===== config.mk =====
export PLATFORM = sky130hd
export DESIGN_NAME = serial_prog_loader
export DESIGN_NICKNAME = d
export VERILOG_FILES = /design/src/rtl/serial_prog_loader.sv
export SDC_FILE = /design/constraint.sdc
export NUM_CORES = 1
export LEC_CHECK = 0
export CAP_MARGIN = 30
export CORE_ASPECT_RATIO = 0.75
export CORE_UTILIZATION = 44
export CTS_BUF_LIST = sky130_fd_sc_hd__clkbuf_8
export DETAILED_ROUTE_END_ITERATION = 6
export PLACE_DENSITY = 0.79
export SLEW_MARGIN = 20
export SYNTH_ARGS = -nofsm -noshare
export SYNTH_HDL_FRONTEND = slang
export SYNTH_SLANG_ARGS = --single-unit
export TNS_END_PERCENT = 50

===== constraint.sdc =====
create_clock -name clk -period 1.68 [get_ports clk]
set_clock_uncertainty 0.2 [all_clocks]
set_input_delay 0.336 -clock clk [delete_from_list [all_inputs] [get_ports clk]]
set_output_delay 0.336 -clock clk [all_outputs]
set_load 0.1 [all_outputs]

===== src/rtl/serial_prog_loader.sv =====
module serial_prog_loader #(
  parameter int WORD_W = 20,
  parameter int ADDR_W = 8,
  parameter int ROWS   = 8,
  parameter int COLS   = 8
) (
  input  logic                   clk,
  input  logic                   rst,
  input  logic                   ser_valid,
  input  logic                   ser_bit,
  input  logic                   addr_load,
  input  logic [ADDR_W-1:0]      addr_in,
  input  logic [1:0]             grp_mode,
  input  logic [$clog2(ROWS)-1:0] row_sel,
  input  logic [$clog2(COLS)-1:0] col_sel,
  output logic [ROWS*COLS-1:0]   tile_we,
  output logic [ADDR_W-1:0]      wr_addr,
  output logic [WORD_W-1:0]      wr_word
);
  localparam int ROW_W = $clog2(ROWS);
  localparam int COL_W = $clog2(COLS);
  localparam int CNT_W = $clog2(WORD_W);
  localparam int TILES = ROWS * COLS;

  logic [WORD_W-1:0] shreg;
  logic [CNT_W-1:0]  cnt;
  logic [ADDR_W-1:0] addr;
  logic [TILES-1:0]  grp_mask;
  logic              done;

  assign done = ser_valid && (cnt == CNT_W'(WORD_W - 1));

  for (genvar r = 0; r < ROWS; r++) begin : g_row
    for (genvar c = 0; c < COLS; c++) begin : g_col
      logic hit_r, hit_c;
      assign hit_r = (row_sel == ROW_W'(r));
      assign hit_c = (col_sel == COL_W'(c));
      always_comb begin
        unique case (grp_mode)
          2'b00:   grp_mask[r*COLS+c] = 1'b1;
          2'b01:   grp_mask[r*COLS+c] = hit_r;
          2'b10:   grp_mask[r*COLS+c] = hit_c;
          default: grp_mask[r*COLS+c] = hit_r && hit_c;
        endcase
      end
    end
  end

  always_ff @(posedge clk) begin
    if (rst) begin
      cnt     <= '0;
      shreg   <= '0;
      addr    <= '0;
      tile_we <= '0;
      wr_addr <= '0;
      wr_word <= '0;
    end else begin
      tile_we <= '0;
      if (ser_valid) begin
        shreg <= {shreg[WORD_W-2:0], ser_bit};
        cnt   <= done ? '0 : cnt + 1'b1;
      end
      if (done) begin
        tile_we <= grp_mask;
        wr_addr <= addr;
        wr_word <= {shreg[WORD_W-2:0], ser_bit};
      end
      if (addr_load)  addr <= addr_in;
      else if (done)  addr <= addr + 1'b1;
    end
  end


  we_pulse_chk: assert property (@(posedge clk) disable iff (rst)
    (tile_we != '0) |=> (tile_we == '0));


  we_pop_chk: assert property (@(posedge clk) disable iff (rst)
    (tile_we != '0) |-> ($countones(tile_we) == 1 || $countones(tile_we) == COLS
                         || $countones(tile_we) == ROWS || $countones(tile_we) == TILES));


  idle_hold_chk: assert property (@(posedge clk) disable iff (rst)
    (!ser_valid && !addr_load) |=> ($stable(shreg) && $stable(addr) && tile_we == '0));


  addr_step_chk: assert property (@(posedge clk) disable iff (rst)
    (done && !addr_load) |=> (addr == $past(addr) + 1'b1 && wr_addr == $past(addr)));


  out_hold_chk: assert property (@(posedge clk) disable iff (rst)
    (!done) |=> ($stable(wr_word) && $stable(wr_addr)));
endmodule


Yosys cells after proc, flatten, opt, wreduce, memory -nomap -nowiden:

Cells that the tools add are included.

* flip-flop bits (word level): 124
* input bits: 21
* output and inout bits: 92

* $add $sub $neg: 2
* equal/unequal tests: 17
* multiplexer cells: 67
* bitwise logic cells: 1
* reductions and logical operators: 70

Operator list (count)
* $pmux 1 s3: 64
* $logic_and 1x1->1: 65
* $eq 3x3->1 const B: 8
* $mux 8: 2
* $eq 3x2->1 const B: 4
* $add 8x1->8 const B: 1
* $eq 3x1->1 const B: 2
* $logic_not 3->1: 2
* $add 5x1->5 const B: 1
* $eq 5x5->1 const B: 1
* $mux 5: 1
* $eq 2x1->1 const B: 1
* $eq 2x2->1 const B: 1
* $logic_not 2->1: 1
* $reduce_bool 2->1: 1
* $reduce_or 2->1: 1
* $not 1->1: 1

Depth between registers and ports, before layout:

* word-level depth: 4
* gate-level depth with buffers: 7
* mapped depth without buffers: 5

Worst setup path after synthesis:

Ideal clock, no wire load.

* path type: register to register
* start: register cnt[0]
* end: register wr_addr[0]
* data arrival time: 1.382 ns
* setup slack: -0.034 ns
* stages on the path, launching flop included: 8
* buffers on the path: 2
* period minus slack after synthesis: 1.714 ns
* cells stage by stage: dfxtp_1 -> ha_1 -> nand4b_4 -> or2_1 -> buf_2 -> buf_2 -> nand2_1 -> a21oi_1

* word-level cells in the longest chain between the ends: 2

Ends and longest elaborated chain
* start: declaration: line 26 `logic [CNT_W-1:0] cnt;`
* start signal: assignment: line 61 `cnt <= done ? '0 : cnt + 1'b1;`
* $eq 5x5->1: line 31 `assign done = ser_valid && (cnt == CNT_W'(WORD_W - 1));`
* $logic_and 1x1->1: line 31
* end signal: assignment: line 65 `wr_addr <= addr;`
* end: declaration: line 17 `output logic [ADDR_W-1:0] wr_addr,`

Every way passes these cells.
A chain may end at the register's enable or synchronous reset.

Worst setup path in the final report:

* start: register cnt[1]
* end: register wr_word[16]

* word-level cells in the longest chain between the ends: 2

Ends and longest elaborated chain
* $eq 5x5->1: line 31
* $logic_and 1x1->1: line 31
* end signal: assignment: line 66 `wr_word <= {shreg[WORD_W-2:0], ser_bit};`
* end: declaration: line 18 `output logic [WORD_W-1:0] wr_word`

Every way passes these cells.

==> impl_summary.log <==
[metrics] outcome: finished, violations left
[metrics] failing checks: negative setup slack
[metrics] dominant register cell in the synthesized netlist: dfxtp_1
[metrics] Multi-input gate area: 1650 um^2
[metrics] stage delay of the slowest cell on the critical path: ~0.37 ns
[metrics] setup slack on the worst flop-to-flop path: -0.1 ns
[metrics] sinks on the clock net: 124
[metrics] Die Footprint: 9620 um^2
[metrics] number of synthesized flops with an enable pin: 0
[metrics] htree depth: 4
[metrics] die height: 85.19 um
[metrics] CP Max Fanout: 5
[metrics] CTS tree: done
[metrics] overall overflow remaining after global route: 0
[metrics] combined global-route utilization of all metal layers: a little over a quarter
[metrics] number of antenna violations at the first check in global routing: 0
[metrics] total of warnings raised by yosys: 0
[metrics] sequential standard cell area: roughly 2500 um^2
[metrics] via density per instance: between 5 and 6
[metrics] worst slew margin relative to its limit: 72.52%
[metrics] setup slack of the critical path after layout: -0.09621 ns
[metrics] Iter 0 DRT Violations: around 240
[metrics] post-synthesis cell type count: 35
[metrics] Avg WL per Cell: between 15 and 20 um
[metrics] final critical delay including setup and external delays: 1.776 ns
[metrics] root buf cell: clkbuf_8
[metrics] vias in the first global route: 3747
[metrics] Max Fclk: ~560 MHz
[metrics] CTS Buf Count: 17
[metrics] count of buffers from port buffering: 112
[metrics] Bufs on Longest Clock Path: 2
[metrics] area share of the leading cell type in the synthesized netlist: 61.14%
[metrics] share of post-route cells with drive strength above 1: 34.57%
[metrics] largest vdd supply drop: 0.0007944 V
[metrics] number of storage elements in the synthesis netlist: 124
[metrics] row count: 29
[metrics] cells traversed along the worst timing path: ha_4 > nand4b_4 > or2_4 > buf_12 > clkbuf_16 > nand2_1 > a21oi_1
[metrics] layout overhead on the synthesized area: 76.21%
[metrics] final slew viol count: 0
[metrics] Post-Synthesis Mean Instance Area: 9.553 um^2
[metrics] critical path required time: 1.82 ns
[metrics] sort of element at the start of the critical path: register
[metrics] pin count of the biggest net entering global routing: 25
[metrics] Hold Startpoint: shreg[18]
[metrics] worst setup slack after placement: -0.3963 ns
[metrics] number of detailed-routing iterations run before antenna repair: 5
[metrics] net count of the finished layout: 603
[metrics] Critical Setup Path Class: reg2reg
[metrics] WP data arrival: 1.92 ns
[metrics] Register-to-Register Path Depth: 7
[metrics] terminus of the critical flop-to-flop path: wr_word[16]
[metrics] first-pass GRT wire length: between 15000 and 20000 um
[metrics] mapped cell area: 4060 um^2
[metrics] Hold/Removal Path Class: reg2reg
[metrics] static leakage: between 2 and 3 nW
[metrics] cells taking the most area after synthesis: dfxtp_1 (61%), nor2_1 (7.4%), nand2_1 (6.5%), mux2i_1 (4.9%), a21oi_1 (4.7%)
[metrics] placeable core area: 8708 um^2
[metrics] via count: 3683
[metrics] horizontal die dimension: ~110 um
[metrics] cell taking the most area after synthesis: dfxtp_1
[metrics] share of synthesized flip-flops with an asynchronous set or reset: 0%
[metrics] utilization after layout: 82.16%
[metrics] slowest stage cell on the critical path: dfxtp_4
[metrics] count of endpoints failing setup in the final report: 32
[metrics] initial core utilization: a little under half
[metrics] actual slew at the worst max-slew pin: 0.4079 ns
[metrics] number of antenna cells inserted: 0
[metrics] Final Cycle Share: 105.7%
[metrics] critical path endpoint: wr_word[16]
[metrics] most frequent standard cell in the layout excluding fill and tap cells: dfxtp_1
[metrics] clock latency reported for the late side of the worst-skew pair: approximately 0.45 ns
[metrics] unrepaired setup endpoints after global routing: yes
[metrics] source of the worst register-to-register timing path: cnt[1]
[metrics] drt total wl: 12640 um
[metrics] sequential area share after synthesis: 61.14%
[metrics] commonest cells after routing, fill and taps aside: dfxtp_1 (122), buf_12 (96), nor2_1 (77)
[metrics] count of maximum capacitance violations: 0
[metrics] filler cell count in the final layout: slightly below 500
[metrics] total DRC errors in the routed layout: 0
[metrics] hold violation total from the final report: 0
[metrics] final weighted congestion in routability-driven placement: around 0.87
[metrics] count of nets left with antenna violations after detail routing: 0
[metrics] placed wire-length estimate: ~8400 um
[metrics] critical path startpoint: cnt[1]
[metrics] clock slew at the register clock pins of the worst setup and hold paths: 0.07 ns
[metrics] I/O pins: 113
[metrics] power density relative to cell area: about 840 nW/um^2
[metrics] sort of element at the end of the critical path: register
[metrics] worst hold slack across all endpoints: 0.2582 ns
[metrics] syn_nets: 448
[metrics] post-synthesis cell count: approximately 430
==> how the worst min path moves through the flow <==
| stage | end | slack [ns] | cells past startpoint |
|---|---|---|---|
| global placement | wr_word[19] | 0.24 | 2 |
| finish | wr_word[19] | 0.26 | 2 |
| CTS | wr_word[0] | 0.25 | 3 |
| detailed placement | wr_word[19] | 0.24 | 2 |
| floorplan | wr_word[19] | 0.23 | 2 |
| global route | addr[2] | 0.27 | 3 |
==> cells in the mapped netlist, types with 3 or more instances <==
cell type / count
xnor2_1: 6
buf_2: 10
and2_1: 7
dfxtp_1: 124
a21oi_1: 38
a211oi_1: 3
nand3b_1: 3
inv_1: 6
nor2b_1: 3
mux2i_1: 20
nor3_1: 6
o31ai_1: 5
nand2b_1: 3
clkbuf_1: 8
o21ai_0: 8
nor2_1: 80
nand2_1: 70
==> critical path, delay by kind of cell (launching register included) <==
| kind | cells | cell delay, ns |
|---|---|---|
| AO/OA/AOI/OAI | 1 | 0.06 |
| adder cells (fa/ha/maj) | 1 | 0.15 |
| buffers and inverters | 2 | 0.30 |
| flip-flops | 1 | 0.37 |
| AND/OR/NAND/NOR | 3 | 0.57 |
==> state kept, by name (all words and copies together) (netlist names) <==
name     count
addr         8
cnt          5
shreg       19
tile_we     64
wr_addr      8
wr_word     20
==> final cells by class <==
| cell class | instances | share of cell area (%) |
|---|---|---|
| Clock inverter | 13 | 2.099 |
| Clock buffer | 19 | 3.655 |
| Sequential cell | 124 | 34.80 |
| Tap cell | 108 | 1.889 |
| Timing Repair Buffer | 155 | 34.17 |
| Multi-Input combinational cell | 276 | 23.07 |
| Inverter | 6 | 0.3148 |
==> through the flow <==
step | instance area [um^2] | setup TNS, ns | cells | total power [mW]
2_1_floorplan | 4086 | 0 | 425 | 3.169
3_3_place_gp | 6477 | -34.14 | 665 | 3.307
3_5_place_dp | 6477 | -36.30 | 665 | 3.326
4_1_cts | 6927 | -0.03264 | 698 | 5.992
5_1_grt | 7154 | -4.063 | 701 | 6.183
6_report | 7154 | -1.393 | 701 | 5.987
==> routing by layer <==
metal / vias up / wire length, um / global-route usage (%)
met3: 49 / 635 / 8.286
met5: - / 0 / 0
met4: 0 / 480 / 12.20
li1: 1708 / - / -
met1: 1780 / 5060 / 29.64
met2: 146 / 6464 / 45.29
==> where the power goes <==
part	internal, mW	switching [mW]	total [mW]
clock	1.52	1.18	2.70
combinational	0.138	0.166	0.305
sequential	2.96	0.0228	2.98
==> cells by family (layout without fill, tap and decap cells) <==
logic type	count (synthesis)	after routing	synth area share, %
AOI/OAI and AO/OA	60	60	8.290
muxes	20	20	4.931
buffers and inverters	25	193	2.712
and+or+nand+nor	186	186	20.59
DFF	124	124	61.14
adders and majority gates	2	2	0.6162
xor gates and xnor gates	8	8	1.726
==> repair_timing <==
item,CTS,global route
setup endpoints to repair,32,95
endpoints found under the hold margin,2,0
cloned,0,1
gates resized for setup,6,48
pin swaps,0,20
setup buffers,0,2
hold buffers,1,0
(Power assumes the default switching activity.)
